**config.mk**
```make
export PLATFORM = sky130hd
export DESIGN_NAME = ssp_pinctl
export DESIGN_NICKNAME = d
export VERILOG_FILES = /design/src/rtl/ssp_pkg.sv /design/src/rtl/ssp_regs.sv /design/src/rtl/ssp_pinmux.sv /design/src/rtl/ssp_pinctl.sv
export SDC_FILE = /design/constraint.sdc
export NUM_CORES = 1
export LEC_CHECK = 0
export BUFFER_PORTS_ARGS = -buffer_cell sky130_fd_sc_hd__buf_2
export CAP_MARGIN = 40
export CORE_MARGIN = 5
export CORE_UTILIZATION = 25
export CTS_BUF_LIST = sky130_fd_sc_hd__clkbuf_4 sky130_fd_sc_hd__clkbuf_8 sky130_fd_sc_hd__clkbuf_16
export DETAILED_ROUTE_END_ITERATION = 10
export MAX_ROUTING_LAYER = met4
export REMOVE_ABC_BUFFERS = 1
export SETUP_SLACK_MARGIN = 0.5
export SLEW_MARGIN = 5
export SYNTH_ARGS = -nofsm -noshare
export SYNTH_HDL_FRONTEND = slang
export SYNTH_SLANG_ARGS = --single-unit
```
**constraint.sdc**
```tcl
create_clock -name clk -period 0.9 [get_ports clk]
set_input_delay 0.045 -clock clk [delete_from_list [all_inputs] [get_ports clk]]
set_output_delay 0.045 -clock clk [all_outputs]
set_load 0.1 [all_outputs]
```
**src/rtl/ssp_pkg.sv**
```systemverilog
package ssp_pkg;

    localparam int SPI_PINS = 7;
    localparam int UART_CH  = 2;
    localparam int MUX_PINS = SPI_PINS + 2 * UART_CH;
    localparam int LVL_W    = 5;
    localparam int ADDR_W   = 8;
    localparam int DATA_W   = 16;
    localparam int BE_W     = DATA_W / 8;
    localparam int HW_W     = ADDR_W - 1;

    // byte offsets of the register window
    localparam logic [ADDR_W-1:0] OFS_LVL  = 8'h06;
    localparam logic [ADDR_W-1:0] OFS_PORT = 8'h14;
    localparam logic [ADDR_W-1:0] OFS_CFG  = 8'h16;

    localparam logic [HW_W-1:0] HW_LVL  = OFS_LVL[ADDR_W-1:1];
    localparam logic [HW_W-1:0] HW_PORT = OFS_PORT[ADDR_W-1:1];
    localparam logic [HW_W-1:0] HW_CFG  = OFS_CFG[ADDR_W-1:1];

    // ownership mask sits in the upper byte of the config halfword
    localparam int OWN_LSB = 8;

    typedef struct packed {
        logic              sel;
        logic              we;
        logic [HW_W-1:0]   hw;
        logic [BE_W-1:0]   be;
        logic [DATA_W-1:0] wdata;
    } bus_req_t;

    typedef struct packed {
        logic [MUX_PINS-1:0] port;
        logic [SPI_PINS-1:0] own;
        logic [SPI_PINS-1:0] dir;
        logic [LVL_W-1:0]    lvl;
    } ssp_cfg_t;

    function automatic int tx_pin(input int ch);
        return SPI_PINS + ch;
    endfunction

    function automatic int rx_pin(input int ch);
        return SPI_PINS + UART_CH + ch;
    endfunction

endpackage

```
**src/rtl/ssp_regs.sv**
```systemverilog
module ssp_regs
    import ssp_pkg::*;
(
    input  logic                clk,
    input  logic                rst,
    input  bus_req_t            req,
    input  logic [MUX_PINS-1:0] port_rd,
    output logic [DATA_W-1:0]   rdata,
    output ssp_cfg_t            cfg
);

    logic wr_go;
    logic rd_go;

    assign wr_go = req.sel & req.we;
    assign rd_go = req.sel & ~req.we;

    always_ff @(posedge clk) begin
        if (rst) begin
            cfg <= '0;
        end else if (wr_go) begin
            case (req.hw)
                HW_PORT: begin
                    for (int b = 0; b < MUX_PINS; b++) begin
                        if (req.be[b / 8]) cfg.port[b] <= req.wdata[b];
                    end
                end
                HW_CFG: begin
                    if (req.be[1]) cfg.own <= req.wdata[OWN_LSB +: SPI_PINS];
                    if (req.be[0]) cfg.dir <= req.wdata[0 +: SPI_PINS];
                end
                HW_LVL: begin
                    if (req.be[0]) cfg.lvl <= req.wdata[LVL_W-1:0];
                end
                default: ;
            endcase
        end
    end

    always_comb begin
        rdata = '0;
        if (rd_go) begin
            case (req.hw)
                HW_PORT: rdata[MUX_PINS-1:0] = port_rd;
                HW_CFG: begin
                    rdata[OWN_LSB +: SPI_PINS] = cfg.own;
                    rdata[0 +: SPI_PINS]       = cfg.dir;
                end
                HW_LVL:  rdata[LVL_W-1:0] = cfg.lvl;
                default: rdata = '0;
            endcase
        end
    end

endmodule

```
**src/rtl/ssp_pinmux.sv**
```systemverilog
module ssp_pinmux
    import ssp_pkg::*;
(
    input  ssp_cfg_t            cfg,
    input  logic [SPI_PINS-1:0] spi_do,
    input  logic [SPI_PINS-1:0] spi_oe,
    input  logic [UART_CH-1:0]  uart_txd,
    input  logic [UART_CH-1:0]  tx_en,
    input  logic [UART_CH-1:0]  rx_en,
    input  logic [MUX_PINS-1:0] pin_in,
    output logic [MUX_PINS-1:0] pin_out,
    output logic [MUX_PINS-1:0] pin_oe,
    output logic [SPI_PINS-1:0] spi_di,
    output logic [UART_CH-1:0]  uart_rxd,
    output logic [MUX_PINS-1:0] port_rd
);

    for (genvar i = 0; i < SPI_PINS; i++) begin : g_spi
        assign pin_out[i] = cfg.own[i] ? spi_do[i] : cfg.port[i];
        assign pin_oe[i]  = cfg.dir[i] & (~cfg.own[i] | spi_oe[i]);
        assign spi_di[i]  = cfg.own[i] & pin_in[i];
        assign port_rd[i] = cfg.dir[i] ? cfg.port[i] : pin_in[i];
    end

    for (genvar j = 0; j < UART_CH; j++) begin : g_uart
        localparam int TP = tx_pin(j);
        localparam int RP = rx_pin(j);

        assign pin_out[TP] = tx_en[j] ? uart_txd[j] : cfg.port[TP];
        assign pin_oe[TP]  = 1'b1;
        assign port_rd[TP] = cfg.port[TP];

        assign pin_out[RP] = cfg.port[RP];
        assign pin_oe[RP]  = 1'b0;
        assign port_rd[RP] = pin_in[RP];
        assign uart_rxd[j] = rx_en[j] ? pin_in[RP] : 1'b1;
    end

endmodule

```
**src/rtl/ssp_pinctl.sv**
```systemverilog
module ssp_pinctl
    import ssp_pkg::*;
(
    input  logic                clk,
    input  logic                rst,
    input  logic                bus_sel,
    input  logic                bus_we,
    input  logic [ADDR_W-1:0]   bus_addr,
    input  logic [BE_W-1:0]     bus_be,
    input  logic [DATA_W-1:0]   bus_wdata,
    output logic [DATA_W-1:0]   bus_rdata,
    output logic [LVL_W-1:0]    spi_irq_lvl,
    input  logic [SPI_PINS-1:0] spi_do,
    input  logic [SPI_PINS-1:0] spi_oe,
    output logic [SPI_PINS-1:0] spi_di,
    input  logic [UART_CH-1:0]  uart_txd,
    input  logic [UART_CH-1:0]  uart_tx_en,
    input  logic [UART_CH-1:0]  uart_rx_en,
    output logic [UART_CH-1:0]  uart_rxd,
    input  logic [MUX_PINS-1:0] pin_in,
    output logic [MUX_PINS-1:0] pin_out,
    output logic [MUX_PINS-1:0] pin_oe,
    input  logic                xclk_pin,
    output logic                xclk_out
);

    bus_req_t            req;
    ssp_cfg_t            cfg;
    logic [MUX_PINS-1:0] port_rd;
    logic [SPI_PINS-1:0] dir_q;

    // bus_addr[0] selects a byte lane, which bus_be already encodes
    assign req.sel   = bus_sel;
    assign req.we    = bus_we;
    assign req.hw    = bus_addr[ADDR_W-1:1];
    assign req.be    = bus_be;
    assign req.wdata = bus_wdata;

    ssp_regs u_regs (
        .clk     (clk),
        .rst     (rst),
        .req     (req),
        .port_rd (port_rd),
        .rdata   (bus_rdata),
        .cfg     (cfg)
    );

    ssp_pinmux u_mux (
        .cfg      (cfg),
        .spi_do   (spi_do),
        .spi_oe   (spi_oe),
        .uart_txd (uart_txd),
        .tx_en    (uart_tx_en),
        .rx_en    (uart_rx_en),
        .pin_in   (pin_in),
        .pin_out  (pin_out),
        .pin_oe   (pin_oe),
        .spi_di   (spi_di),
        .uart_rxd (uart_rxd),
        .port_rd  (port_rd)
    );

    assign spi_irq_lvl = cfg.lvl;
    assign dir_q       = cfg.dir;
    assign xclk_out    = xclk_pin;

    logic unused_addr0;
    assign unused_addr0 = bus_addr[0];

endmodule

```
### Word level (Yosys, flattened, before mapping)

Index checks and enable logic that the tools add are counted.

* register bits after elaboration: 30
* bits in latches: 0
* memories kept: 0
* word-level logic and storage cells: 68
* memory bits (writable): 0
* memory bits (read-only): 0
* bits of input ports: 62

* $add $sub $neg: 0
* order comparisons: 0
* bitwise logic cells: 31
* reductions and logical operators: 5
* equality and inequality tests: 3
* shift operators: 0
* multipliers: 0
* mux-type cells: 24
* divide/modulo/power cells: 0

Operators with widths (count)
* 1-bit 2-to-1 mux: 19
* 1-bit AND: 16
* 15-bit 2-to-1 mux: 1
* 5-bit one-hot mux with 3 select lines: 1
* 3-bit AND reduction: 5
* 7-bit by 4-bit equality test with 1-bit output, second input constant: 2
* 1-bit NOT: 8
* 7-bit by 2-bit equality test with 1-bit output, second input constant: 1
* 1-bit OR: 7
* 3-bit one-hot mux with 2 select lines: 1
* 4-bit 2-to-1 mux: 1
* 2-bit one-hot mux with 2 select lines: 1

### Logic depth before layout (Yosys ltp)

Gate-level depths: netlist of the first run.

* depth after elaboration: 3
* gate-level depth with buffers: 5
* gate-level depth less buffers: 3

### Hierarchy

From an unflattened synthesis of the first run, not the netlist that was laid out.

* cell total of the unflattened synthesis: 212
* area, all modules: 2057.0 µm²

Modules (own cells, without submodules)
* ssp_regs: times used 1, area an instance 1582.8 µm², cells each 160, sequential area each 600.6 µm²
* ssp_pinmux: times used 1, area an instance 466.7 µm², cells each 51, sequential area each 0.0 µm²
* ssp_pinctl: times used 1, area an instance 7.5 µm², cells each 1, sequential area each 0.0 µm²

### Worst setup path before layout of the first run

No wires, ideal clock.

* path kind: flip-flop to output port
* from: reg, netlist name u_regs.cfg[5]
* to: out pin_oe[0]
* cell stages (with the launch flop): 2
* setup slack: -1690 ps
* path buffers: 0
* arrival: 2545 ps
* cell sequence: dfxtp_1 -> a21boi_0

* longest elaborated chain between the ends: 1

Ends and longest elaborated chain
* 1-bit AND: line ssp_pinmux.sv:20 `assign pin_oe[i] = cfg.dir[i] & (~cfg.own[i] | spi_oe[i]);`
* end: declaration: line ssp_pinctl.sv:22 `output logic [MUX_PINS-1:0] pin_oe,`

No other way between the ends.

### Worst setup path in the final report of the first run

* from: reg, netlist name u_regs.cfg[11]
* to: out bus_rdata[6]

* longest elaborated chain between the ends: 3

Ends and longest elaborated chain
* 1-bit 2-to-1 mux: line ssp_pinmux.sv:22 `assign port_rd[i] = cfg.dir[i] ? cfg.port[i] : pin_in[i];`
* 2-bit one-hot mux with 2 select lines (*): line ssp_regs.sv:43 `case (req.hw)`
* 15-bit 2-to-1 mux (*): line ssp_regs.sv:42 `if (rd_go) begin`
* end: declaration: line ssp_pinctl.sv:11 `output logic [DATA_W-1:0] bus_rdata,`

Mark *: on every way between the ends. The rest lies on a longest branch, timed or not.

==> flow_metrics.tcl, run 1 <==
set metrics [dict create \
    fmax_ghz 0.7244 \
    ys_ff_latch 30 \
    drc 0 \
    avgSynthCellArea_um2 9.160 \
    antenna_left 0 \
    wire_per_inst_um 16.13 \
    fin_crit_ns 1.380 \
    syn_inst 218 \
    worst_pin_slew_ns 0.5688 \
    cts_num_sinks 30 \
    grt_overflow 0 \
    cts_root_buf "clkbuf_8" \
    route.met2.wl_um 3975 \
    synth_top_family_by_area "simple AND/OR/NAND/NOR gates" \
    yosys.area_share.simple 0.3152 \
    gp_congestion 0.7884 \
    die_area_um2 9875 \
    rows 32 \
    utilization 0.5416 \
    die_w_um 99.38 \
    drt_iter0_markers 34 \
    final_common_cell "buf_12" \
    totalWireLength_um 7436 \
    largest_reg_flops 30 \
    power_uw 3118 \
    crit_arrival_ns 1.34 \
    grt_setup_unrepaired "true" \
    cp_max_fo 2 \
    synth_xor_xnor_area_share 0 \
    synth_cell_types 33 \
    slew-limit-headroom 0.6208 \
    muxShareOfSynthArea 0.2162 \
    cts_hold_buf 0 \
    wl_met1_um 2986 \
    start_util 0.2571 \
    synth-compound-area-share 0.08020 \
    violations "setup timing" \
    drive_gt1_frac 0.6908 \
    dp_hpwl_um 5410 \
    synthesis.area_um2 1997 \
    die_h_um 99.38 \
    worstSkewPairLatency_ns 0.27 \
    yosys_warnings 0 \
    hold_path_class "input pin to flop" \
    final_nets 421 \
    diodes 0 \
    async_flop_share 0 \
    status "finished, violations left" \
    clkSlewWorstSetupHoldPaths_ns 0.07 \
    routed-wl-met3_um 443 \
    cp_slowest_stage_delay_ns 0.38 \
    setup_viol 43 \
    grt_pass1_wl_um 11500 \
    synth_fa_ha_area_frac 0 \
    grt_antenna_before_repair 0 \
    clk_path_buf_depth 2 \
    hold_slack_ns 0.01081 \
    top_layer "met4" \
    endpoint_kind "output port" \
    io_pins 115 \
    powerDensity_nw_per_um2 741.2 \
    peakVddDrop_mv 0.4973 \
    yosysSeqAreaShare 0.3008 \
    cts_tree "done" \
    final_cell_mix "buf_12, buf_2, nand2b_1, mux2i_1, buf_6" \
    top_register "u_regs.cfg" \
    core_area_um2 7767 \
    syn2layout_area_growth_pct 110.7 \
    htree_levels 2 \
    drtPass1Iterations 4 \
    cp_cell_sequence "or3b_4 > a21oi_4 > buf_12" \
    top_regs "u_regs.cfg (30)" \
    synth_edf_count 0 \
    hold_viol 0 \
    vias 2060 \
    worst_ep_required_time_ns 0.85 \
    cp.buffers_inverters 1 \
    fin_crit_sh 1.534 \
    slew_viol_final 0 \
    setup_ws_ns -0.4805 \
    grt_max_degree 46 \
    grt_pass1_vias 2248 \
    fin_skew_ns 0 \
    criticalPathCategory "flop to output port" \
    io_buffer_count 103 \
    path_delay_family "simple AND/OR/NAND/NOR gates" \
    grtUsageTotal 0.1517 \
    r2r_slack_ns 0.09 \
    cp_slowest_cell "or3b_4" \
    cp-start-kind "flop" \
    tns_ns -11.07 \
    p_leak_uw 0.001924 \
    max_cap_violations 0 \
    cts_buffers 5 \
    synth_ff_type "dfxtp_1" \
    via_per_inst 4.469 \
]
per-layer routing:
layer | vias up | global-route usage
met5 | - | -
met4 | 0 | 0.02521
met3 | 4 | 0.04208
met2 | 75 | 0.2712
met1 | 975 | 0.1709
li1 | 1006 | -
stage by stage:
step | cell area, µm² | setup WS, ns | std cells
2_1_floorplan | 1867 | -1.715 | 200
4_1_cts | 4098 | -0.4689 | 458
3_3_place_gp | 3436 | -0.4220 | 445
6_report | 4207 | -0.4805 | 461
3_5_place_dp | 3436 | -0.4219 | 445
5_1_grt | 4207 | -0.5221 | 461
worst register-to-register path, cell delays in order (launching register included):
cell and delay [ns]:
dfxtp_2 0.33, buf_6 0.12, buf_4 0.13, nand2b_1 0.06, mux2i_1 0.06
kinds of logic (layout without fill, tap and decap cells):
logic type             count (synthesis)  count (layout)
multiplexers                          42              42
flip-flops                            30              30
buffers and inverters                 28             166
AO/OA/AOI/OAI                         26              26
AND/OR/NAND/NOR                       90              90
other                                  2               5
path summary, 6_finish.rpt:
check / depth (start not counted) / end / startpoint
worst min-delay path: 3 / u_regs.cfg[26]$_SDFFE_PP0P_ / bus_wdata[7]
worst max register to register: 4 / u_regs.cfg[17]$_SDFFE_PP0P_ / u_regs.cfg[17]$_SDFFE_PP0P_
worst min register to register: 2 / u_regs.cfg[26]$_SDFFE_PP0P_ / u_regs.cfg[26]$_SDFFE_PP0P_
worst max-delay path: 3 / bus_rdata[6] / u_regs.cfg[11]$_SDFFE_PP0P_
cells in the mapped netlist, types with 2 or more instances:
library cell	n	area share
a21oi_1	7	0.018
or3b_2	2	0.0088
mux2i_1	33	0.17
o21ai_0	2	0.0050
o21ai_1	5	0.013
conb_1	2	0.0038
buf_4	14	0.053
nor3b_1	5	0.019
o21a_1	5	0.019
nand2b_1	47	0.15
a21boi_0	7	0.026
buf_2	2	0.0050
clkbuf_1	4	0.0075
dfxtp_1	30	0.30
nor2_1	4	0.0075
mux2_2	9	0.051
and2_1	8	0.025
nand2_1	5	0.0094
inv_1	7	0.013
nand3_4	2	0.018
and3_1	6	0.019
power by group:
group          total, µW  internal, µW  leakage [µW]  switching (µW)
registers           1310          1310      0.000257           0.927
clock network       1100           592     0.0000452             505
logic                713           322       0.00162             391
timing repair:
action / in CTS / in global routing
gates cloned: 0 / 0
pin swaps: 32 / 13
endpoints found under the setup margin: 77 / 77
buffers inserted: 6 / 3
gates resized for setup: 154 / 23
cell type report:
cell class,instances,area (µm²)
clock buffers,7,83.83
fillers,697,3561
inverters,7,26.28
multi-input cells,163,1549
flip-flops and latches,30,650.6
well taps,102,127.6
repair buffers,152,1769
No activity file was read; power rests on OpenSTA's default activity.
==> run 2: changes to the inputs <==
--- a/config.mk
+++ b/config.mk
@@ -5,9 +5,10 @@
 export SDC_FILE = /design/constraint.sdc
 export NUM_CORES = 1
 export LEC_CHECK = 0
+export ABC_AREA = 1
 export BUFFER_PORTS_ARGS = -buffer_cell sky130_fd_sc_hd__buf_2
 export CAP_MARGIN = 40
-export CORE_MARGIN = 5
+export CORE_MARGIN = 10
 export CORE_UTILIZATION = 25
 export CTS_BUF_LIST = sky130_fd_sc_hd__clkbuf_4 sky130_fd_sc_hd__clkbuf_8 sky130_fd_sc_hd__clkbuf_16
 export DETAILED_ROUTE_END_ITERATION = 10
==> run 2 against run 1 <==
The flow finishes with violations (hold timing, setup timing). Hold slack worse by 0.029 ns. Worst setup slack worse by 0.057 ns. Critical path depth is 3 higher. Combinational power is 2% higher. Global-route usage is 0.19 points lower. Critical path type unchanged. Non-clock buffer count is 46 higher. Synthesized cell count is 66% higher. Routed wire length is 28% higher. Clock power is 6% higher. Via count is 41% higher.
==> flow_metrics.tcl, run 2 <==
set metrics [dict create \
    final_common_cell "nand2_1" \
    grt_antenna_before_repair 0 \
    core_area_um2 7848 \
    grt_overflow 0 \
    fin_skew_ns 0 \
    vias 2907 \
    use_met3 0.04106 \
    cp_slowest_cell "dfxtp_2" \
    hold_path_class "input pin to flop" \
    top_regs "u_regs.cfg (30)" \
    final_cell_mix "nand2_1, nor2_1, buf_6, buf_12, buf_2" \
    yosysTopAreaCellShare 0.2929 \
    setup_viol 65 \
    drc 0 \
    hold_viol 4 \
    start_util 0.2613 \
    rows 32 \
    violations "hold timing, setup timing" \
    top_register "u_regs.cfg" \
    startpoint "u_regs.cfg[7]$_SDFFE_PP0P_" \
    cp_slowest_stage_delay_ns 0.35 \
    endpoint_kind "output port" \
    final_nets 610 \
    totalWireLength_um 9485 \
    synth_area_leaders "dfxtp_1, nand2_1, nor2_1" \
    fin_crit_sh 1.598 \
    synth_top_cells_by_count "nand2_1, nor2_1, inv_1" \
    dp_hpwl_um 6641 \
    antenna_left 0 \
    crit_arrival_ns 1.39 \
    fin_crit_ns 1.438 \
    drtPass1Iterations 4 \
    fmax_ghz 0.6955 \
    largest_reg_flops 30 \
    cts_tree "done" \
    r2r-start "u_regs.cfg[6]$_SDFFE_PP0P_" \
    drive_gt1_frac 0.6503 \
    r2r_slack_ns -0.36 \
    use_met1 0.1696 \
    drt_iter0_markers 85 \
    post-place-ws_ns -0.4734 \
    criticalPathCategory "flop to output port" \
    cp-start-kind "flop" \
    clk_path_buf_depth 2 \
    synth_top_area_cell "dfxtp_1" \
    synth_ff_type "dfxtp_1" \
    worst_r2r_path_depth 10 \
    cp_cell_sequence "inv_4 > o21a_1 > nor2_1 > nor2_1 > nor2_2 > buf_12" \
    cts_buffers 5 \
    worstSetupPathDepth 6 \
    avgSynthCellArea_um2 5.665 \
    cp_max_fo 4 \
    via_per_inst 4.465 \
    async_flop_share 0 \
    status "finished, violations left" \
    synth_edf_count 0 \
    gp_congestion 0.8382 \
    cp.buffers_inverters 2 \
    slew_viol_final 0 \
    cts_root_buf "clkbuf_8" \
    grtUsageTotal 0.1498 \
    peakVddDrop_mv 0.4388 \
    path_delay_family "flip-flops" \
    grt_setup_unrepaired "true" \
    grt_pass1_vias 3030 \
    hold_slack_ns -0.01788 \
    grt_max_degree 19 \
    powerDensity_nw_per_um2 660.2 \
    syn_inst 362 \
    grt_pass1_wl_um 15100 \
    io_pins 115 \
    clkSlewWorstSetupHoldPaths_ns 0.07 \
    htree_levels 2 \
    yosysSeqAreaShare 0.2929 \
    p_leak_uw 0.002417 \
    synth.most_common_cell "nand2_1" \
    io_buffer_count 103 \
    max_cap_violations 0 \
    syn2layout_area_growth_pct 137.7 \
    wire_per_inst_um 14.57 \
    yosys_warnings 0 \
    reg2reg_to "u_regs.cfg[6]$_SDFFE_PP0P_" \
    ys_ff_latch 30 \
    diodes 0 \
    worstSkewPairLatency_ns 0.28 \
    die_h_um 110.6 \
    synthesis.area_um2 2051 \
    grtUsageMet2 0.2480 \
    worst_ep_required_time_ns 0.85 \
    crit_end "bus_rdata[2]" \
    synth_cell_types 20 \
    setup_ws_ns -0.5379 \
    die_w_um 110.6 \
    power_uw 3218 \
    path_common_cell "nor2_1" \
    die_area_um2 12230 \
    cts_num_sinks 30 \
    busiest_layer "met2" \
]
==> run 2: cell types whose count changed after synthesis, moves of 5 or more <==
cell,change
and2_1,-8
nor2_1,+89
nand2_1,+94
and3_1,-6
nand3_1,+25
o21ai_0,+7
nor3_1,+5
mux2i_1,-33
inv_1,+44
o21ai_1,-5
nor3b_1,-5
nand2b_1,-47
a21boi_0,-7
mux2_2,-9
==> run 2: cells by family after synthesis <==
logic type / Yosys count / share of synthesized area
other: 2 / 0.003662
and+or+nand+nor: 233 / 0.4698
DFF: 30 / 0.2929
buffers and inverters: 75 / 0.1739
AOI/OAI and AO/OA: 22 / 0.05979
==> run 2: routing by layer <==
layer,up-vias,part of all wire
met3,20,0.058
met5,-,0
li1,1445,-
met4,0,0.023
met2,94,0.51
met1,1348,0.41
==> run 2: how the worst min path moves through the flow <==
| stage | from | endpoint | slack [ns] | cells past startpoint |
|---|---|---|---|---|
| 2_1_floorplan | xclk_pin | xclk_out | 0.09 | 0 |
| 3_3_place_gp | xclk_pin | xclk_out | 0.09 | 0 |
| 3_5_place_dp | xclk_pin | xclk_out | 0.09 | 0 |
| 4_1_cts | bus_wdata[7] | u_regs.cfg[26]$_SDFFE_PP0P_ | -0.03 | 3 |
| 5_1_grt | bus_wdata[6] | u_regs.cfg[11]$_SDFFE_PP0P_ | -0.008 | 3 |
| 6_report | bus_wdata[11] | u_regs.cfg[15]$_SDFFE_PP0P_ | -0.02 | 3 |
==> run 2: repair_timing <==
action                                 4_1_cts  5_1_grt
cloned                                       2        1
endpoints found under the hold margin        6        3
gates resized for setup                    211       48
pin swaps                                   46       21
buffers inserted                            22        6
setup endpoints to repair                   77       77
==> run 2: power breakdown <==
part | total, µW | leakage, µW | switching (µW) | internal (µW)
Clock | 1170 | 0.0000517 | 523 | 647
Combinational | 728 | 0.00211 | 448 | 281
Sequential | 1320 | 0.000257 | 1.45 | 1320
Total | 3220 | 0.00242 | 972 | 2250
==> run 2: layout make-up <==
class	count	area, µm²
clock inverters	1	5.005
flip-flops and latches	30	644.4
well taps	102	127.6
inverters	52	225.2
fillers	643	2973
multi-input cells	261	1568
repair buffers	198	2215
clock buffers	7	90.09
==> run 2: worst reg2reg max path, delay by kind of cell (launching register included) <==
kind	cells	cell delay, ns
and+or+nand+nor	3	0.18
buffers and inverters	7	0.66
DFF	1	0.35
==> run 2: through the flow <==
| stage | util | std cells | hold slack [ns] | setup TNS, ns | area [µm²] |
|---|---|---|---|---|---|
| after global placement | 0.4778 | 612 | 0.09068 | -12.36 | 3750 |
| after global routing | 0.6212 | 651 | -0.007799 | -16.66 | 4875 |
| final | 0.6212 | 651 | -0.01788 | -13.07 | 4875 |
| after CTS | 0.5896 | 644 | -0.02541 | -11.90 | 4627 |
| after floorplan | - | 342 | 0.09000 | -52.33 | 1901 |
| after detailed placement | 0.4778 | 612 | 0.09068 | -14.05 | 3750 |
==> run 3: changes to the inputs <==
--- a/config.mk
+++ b/config.mk
@@ -9,10 +9,12 @@
 export BUFFER_PORTS_ARGS = -buffer_cell sky130_fd_sc_hd__buf_2
 export CAP_MARGIN = 40
 export CORE_MARGIN = 10
-export CORE_UTILIZATION = 25
+export CORE_UTILIZATION = 40
 export CTS_BUF_LIST = sky130_fd_sc_hd__clkbuf_4 sky130_fd_sc_hd__clkbuf_8 sky130_fd_sc_hd__clkbuf_16
 export DETAILED_ROUTE_END_ITERATION = 10
+export HOLD_SLACK_MARGIN = 0.02
 export MAX_ROUTING_LAYER = met4
+export PLACE_DENSITY = 0.76
 export REMOVE_ABC_BUFFERS = 1
 export SETUP_SLACK_MARGIN = 0.5
 export SLEW_MARGIN = 5
==> run 3 against run 2 <==
The flow now stops in global routing. Synthesized cell count unchanged. Area after synthesis unchanged.
==> flow_metrics.tcl, run 3 <==
set metrics [dict create \
    synth_top_family_by_area "simple AND/OR/NAND/NOR gates" \
    clk_path_buf_depth 2 \
    die_w_um 91.60 \
    yosys_warnings 0 \
    io_pins 115 \
    synth.most_common_cell "nand2_1" \
    grt_max_degree 31 \
    syn_inst 362 \
    synth_edf_count 0 \
    start_util 0.4067 \
    synth_top_area_cell "dfxtp_1" \
    cts_buffers 5 \
    synth_xor_xnor_area_share 0 \
    die_h_um 91.60 \
    ys_ff_latch 30 \
    synthesis.area_um2 2051 \
    cts_num_sinks 30 \
    haltStage "global routing" \
    rows 26 \
    htree_levels 2 \
    avgSynthCellArea_um2 5.665 \
    status "aborted with a tool error" \
    worst_endpoint "bus_rdata[3]" \
    cts_root_buf "clkbuf_8" \
    yosysSeqAreaShare 0.2929 \
    synth_fa_ha_area_frac 0 \
    synth_top_cells_by_count "nand2_1, nor2_1, inv_1" \
    gp_congestion 0.9011 \
    synth_area_leaders "dfxtp_1, nand2_1, nor2_1" \
    yosysTopAreaCellShare 0.2929 \
    async_flop_share 0 \
    io_buffer_count 103 \
    muxShareOfSynthArea 0 \
    synth_ff_type "dfxtp_1" \
    dp_hpwl_um 6738 \
    yosys.area_share.simple 0.4698 \
    synth-compound-area-share 0.05979 \
    firstError "[ERROR DPL-0038] Utilization greater than 100%, impossible to legalize" \
    synth_cell_types 20 \
    worst_endpoint_kind "top-level output" \
]
## run 3: cell counts after synthesis
Identical to the previous run, type by type.
## run 3: stage by stage
| stage | instance area, µm² | setup WS, ns | std cells | hold slack, ns | setup TNS (ns) |
|---|---|---|---|---|---|
| detailed placement | 3722 | -0.4423 | 580 | 0.09068 | -14.85 |
| CTS | 4425 | -0.5090 | 599 | -0.01911 | -12.97 |
| floorplan | 1901 | -1.871 | 342 | 0.09000 | -52.33 |
| global placement | 3722 | -0.3769 | 580 | 0.09068 | -12.63 |
## run 3: repair_timing
action                                  CTS
hold endpoints to repair                 19
buffers inserted                          9
cloned                                    2
resized for setup                       195
endpoints found under the setup margin   77
pin swaps                                49
## run 3: logic make-up after synthesis
| logic type | Yosys count |
|---|---|
| buffers and inverters | 75 |
| flip-flops | 30 |
| AND/OR/NAND/NOR | 233 |
| AO/OA/AOI/OAI | 22 |
| other | 2 |
==> run 4: changes to the inputs <==
--- a/config.mk
+++ b/config.mk
@@ -9,14 +9,10 @@
 export BUFFER_PORTS_ARGS = -buffer_cell sky130_fd_sc_hd__buf_2
 export CAP_MARGIN = 40
 export CORE_MARGIN = 10
-export CORE_UTILIZATION = 40
-export CTS_BUF_LIST = sky130_fd_sc_hd__clkbuf_4 sky130_fd_sc_hd__clkbuf_8 sky130_fd_sc_hd__clkbuf_16
+export CORE_UTILIZATION = 35
 export DETAILED_ROUTE_END_ITERATION = 10
-export HOLD_SLACK_MARGIN = 0.02
-export MAX_ROUTING_LAYER = met4
-export PLACE_DENSITY = 0.76
+export PLACE_DENSITY_LB_ADDON = 0.15
 export REMOVE_ABC_BUFFERS = 1
-export SETUP_SLACK_MARGIN = 0.5
 export SLEW_MARGIN = 5
 export SYNTH_ARGS = -nofsm -noshare
 export SYNTH_HDL_FRONTEND = slang
==> constraint.sdc (replaced) <==
create_clock -name clk -period 1.2 [get_ports clk]
set_input_delay 0.06 -clock clk [delete_from_list [all_inputs] [get_ports clk]]
set_output_delay 0.06 -clock clk [all_outputs]
set_load 0.1 [all_outputs]
==> run 4 against run 3 <==
The flow now finishes, with violations (setup timing).
==> flow_metrics.tcl, run 4 (synthesis results as in run 2) <==
set metrics [dict create \
    worst_ep_required_time_ns 1.14 \
    drt_iter0_markers 91 \
    io_pins 115 \
    core_area_um2 5608 \
    hp-start "bus_wdata[14]" \
    r2r_slack_ns 0.33 \
    p_leak_uw 0.002090 \
    min_to "u_regs.cfg[18]$_SDFFE_PP0P_" \
    path_delay_family "simple AND/OR/NAND/NOR gates" \
    post-place-ws_ns -0.1768 \
    multiInputGateArea_um2 1440 \
    grt_max_degree 31 \
    criticalPathCategory "flop to output port" \
    totalWireLength_um 8296 \
    cp.buffers_inverters 2 \
    powerDensity_nw_per_um2 596.7 \
    drive_gt1_frac 0.5198 \
    cp-start-kind "flop" \
    grt_setup_unrepaired "true" \
    vias 2666 \
    setup_viol 14 \
    sw_frac_of_total 0.2866 \
    grtUsageTotal 0.1597 \
    htree_levels 2 \
    drtPass1Iterations 4 \
    die_h_um 96.55 \
    cp_max_fo 3 \
    top_register "u_regs.cfg" \
    worst_r2r_path_depth 6 \
    cts_root_buf "clkbuf_8" \
    final_nets 567 \
    via_per_inst 4.612 \
    dp_cells 546 \
    cp_slowest_stage_delay_ns 0.32 \
    slew_viol_final 0 \
    clkSlewWorstSetupHoldPaths_ns 0.06 \
    postLayoutCellArea_um2 4070 \
    worstSkewPairLatency_ns 0.29 \
    diodes 0 \
    setup_ws_ns -0.2707 \
    instances_no_fill 578 \
    fin_crit_ns 1.471 \
    hold_slack_ns 0.002321 \
    path_common_cell "nor2_1" \
    fin_crit_sh 1.226 \
    final_cell_mix "nand2_1, nor2_1, buf_2, buf_12, buf_4" \
    fill_cells 442 \
    combPwrFrac 0.192 \
    die_area_um2 9321 \
    start_util 0.3657 \
    cp_cell_sequence "inv_2 > o21a_1 > nor2_1 > nor2_1 > nor2_2 > buf_12" \
    fmax_ghz 0.6800 \
    die_w_um 96.55 \
    utilization 0.7258 \
    wire_per_inst_um 14.35 \
    grt_pass1_vias 2555 \
    drc 0 \
    status "finished, violations left" \
    pwr-share-seq 0.408 \
    largest_reg_flops 30 \
    io_buffer_count 103 \
    reg2reg_to "u_regs.cfg[11]$_SDFFE_PP0P_" \
    grt_pass1_wl_um 11790 \
    hold_path_class "input pin to flop" \
    grt_antenna_before_repair 0 \
    cp_slowest_cell "dfxtp_1" \
    endpoint_kind "output port" \
    r2r-start "u_regs.cfg[11]$_SDFFE_PP0P_" \
    cts_num_sinks 30 \
    cts_tree "done" \
    rows 27 \
    fin_skew_ns 0 \
    dp_hpwl_um 5971 \
    dpl_cell_area_um2 3322 \
    peakVddDrop_mv 0.4449 \
    cts_buffers 5 \
    grt_overflow 0 \
    top_regs "u_regs.cfg (30)" \
    seqCellArea_um2 629.4 \
    final_common_cell "nand2_1" \
    p_int_uw 1733 \
    crit_arrival_ns 1.41 \
    clk_path_buf_depth 2 \
    switching_power_uw 696.0 \
    hold_viol 0 \
    pwr-share-clk 0.400 \
    syn2layout_area_growth_pct 98.47 \
    gp_congestion 0.8377 \
    max_cap_violations 0 \
    antenna_left 0 \
    violations "setup timing" \
    min_path_cells 3 \
]
run 4: worst min-delay path: cells and delay by family:
kind	cells	cell delay (ns)
and+or+nand+nor	2	0.11
buffers and inverters	1	0.08
run 4: power groups by stage:
stage	clock network, µW	registers [µW]	logic, µW
after floorplan	0	1020	210
after global placement	0	1020	391
after detailed placement	0	1020	395
after CTS	987	993	424
after global routing	1030	990	498
final	972	991	466
run 4: layout make-up:
class	count	area share
Timing Repair Buffer	156	0.3907
Multi-Input combinational cell	260	0.3538
Sequential cell	30	0.1546
Inverter	52	0.05164
Clock buffer	8	0.02705
Tap cell	72	0.02213
run 4: how the worst max path moves through the flow:
stage | start | end | depth (start not counted)
global placement | bus_addr[3] | bus_rdata[12] | 9
CTS | u_regs.cfg[5]$_SDFFE_PP0P_ | bus_rdata[0] | 6
finish | u_regs.cfg[21]$_SDFFE_PP0P_ | bus_rdata[2] | 6
detailed placement | bus_addr[3] | bus_rdata[5] | 10
global route | u_regs.cfg[6]$_SDFFE_PP0P_ | bus_rdata[1] | 6
floorplan | bus_addr[3] | bus_rdata[11] | 5
run 4: repair_timing:
| action | 4_1_cts | 5_1_grt |
|---|---|---|
| setup endpoints to repair | 31 | 26 |
| endpoints found under the hold margin | 3 | 0 |
| hold buffers | 3 | 0 |
| cloned | 0 | 0 |
| gates resized for setup | 77 | 79 |
| pin swaps | 34 | 30 |
| buffers inserted | 13 | 11 |
run 4: per-stage QoR:
| stage | power [µW] | TNS (ns) |
|---|---|---|
| 2_1_floorplan | 1232 | -35.94 |
| 3_3_place_gp | 1411 | -1.369 |
| 3_5_place_dp | 1415 | -1.903 |
| 4_1_cts | 2404 | -1.644 |
| 5_1_grt | 2519 | -2.415 |
| 6_report | 2429 | -1.437 |
run 4: per-layer routing:
layer  vias to the layer above  GRT usage  share of wire
met5                         -          0              0
met4                         0    0.04964          0.016
met3                        13    0.06399           0.10
met2                        91     0.2817           0.52
met1                      1200     0.1709           0.36
li1                       1362          -              -
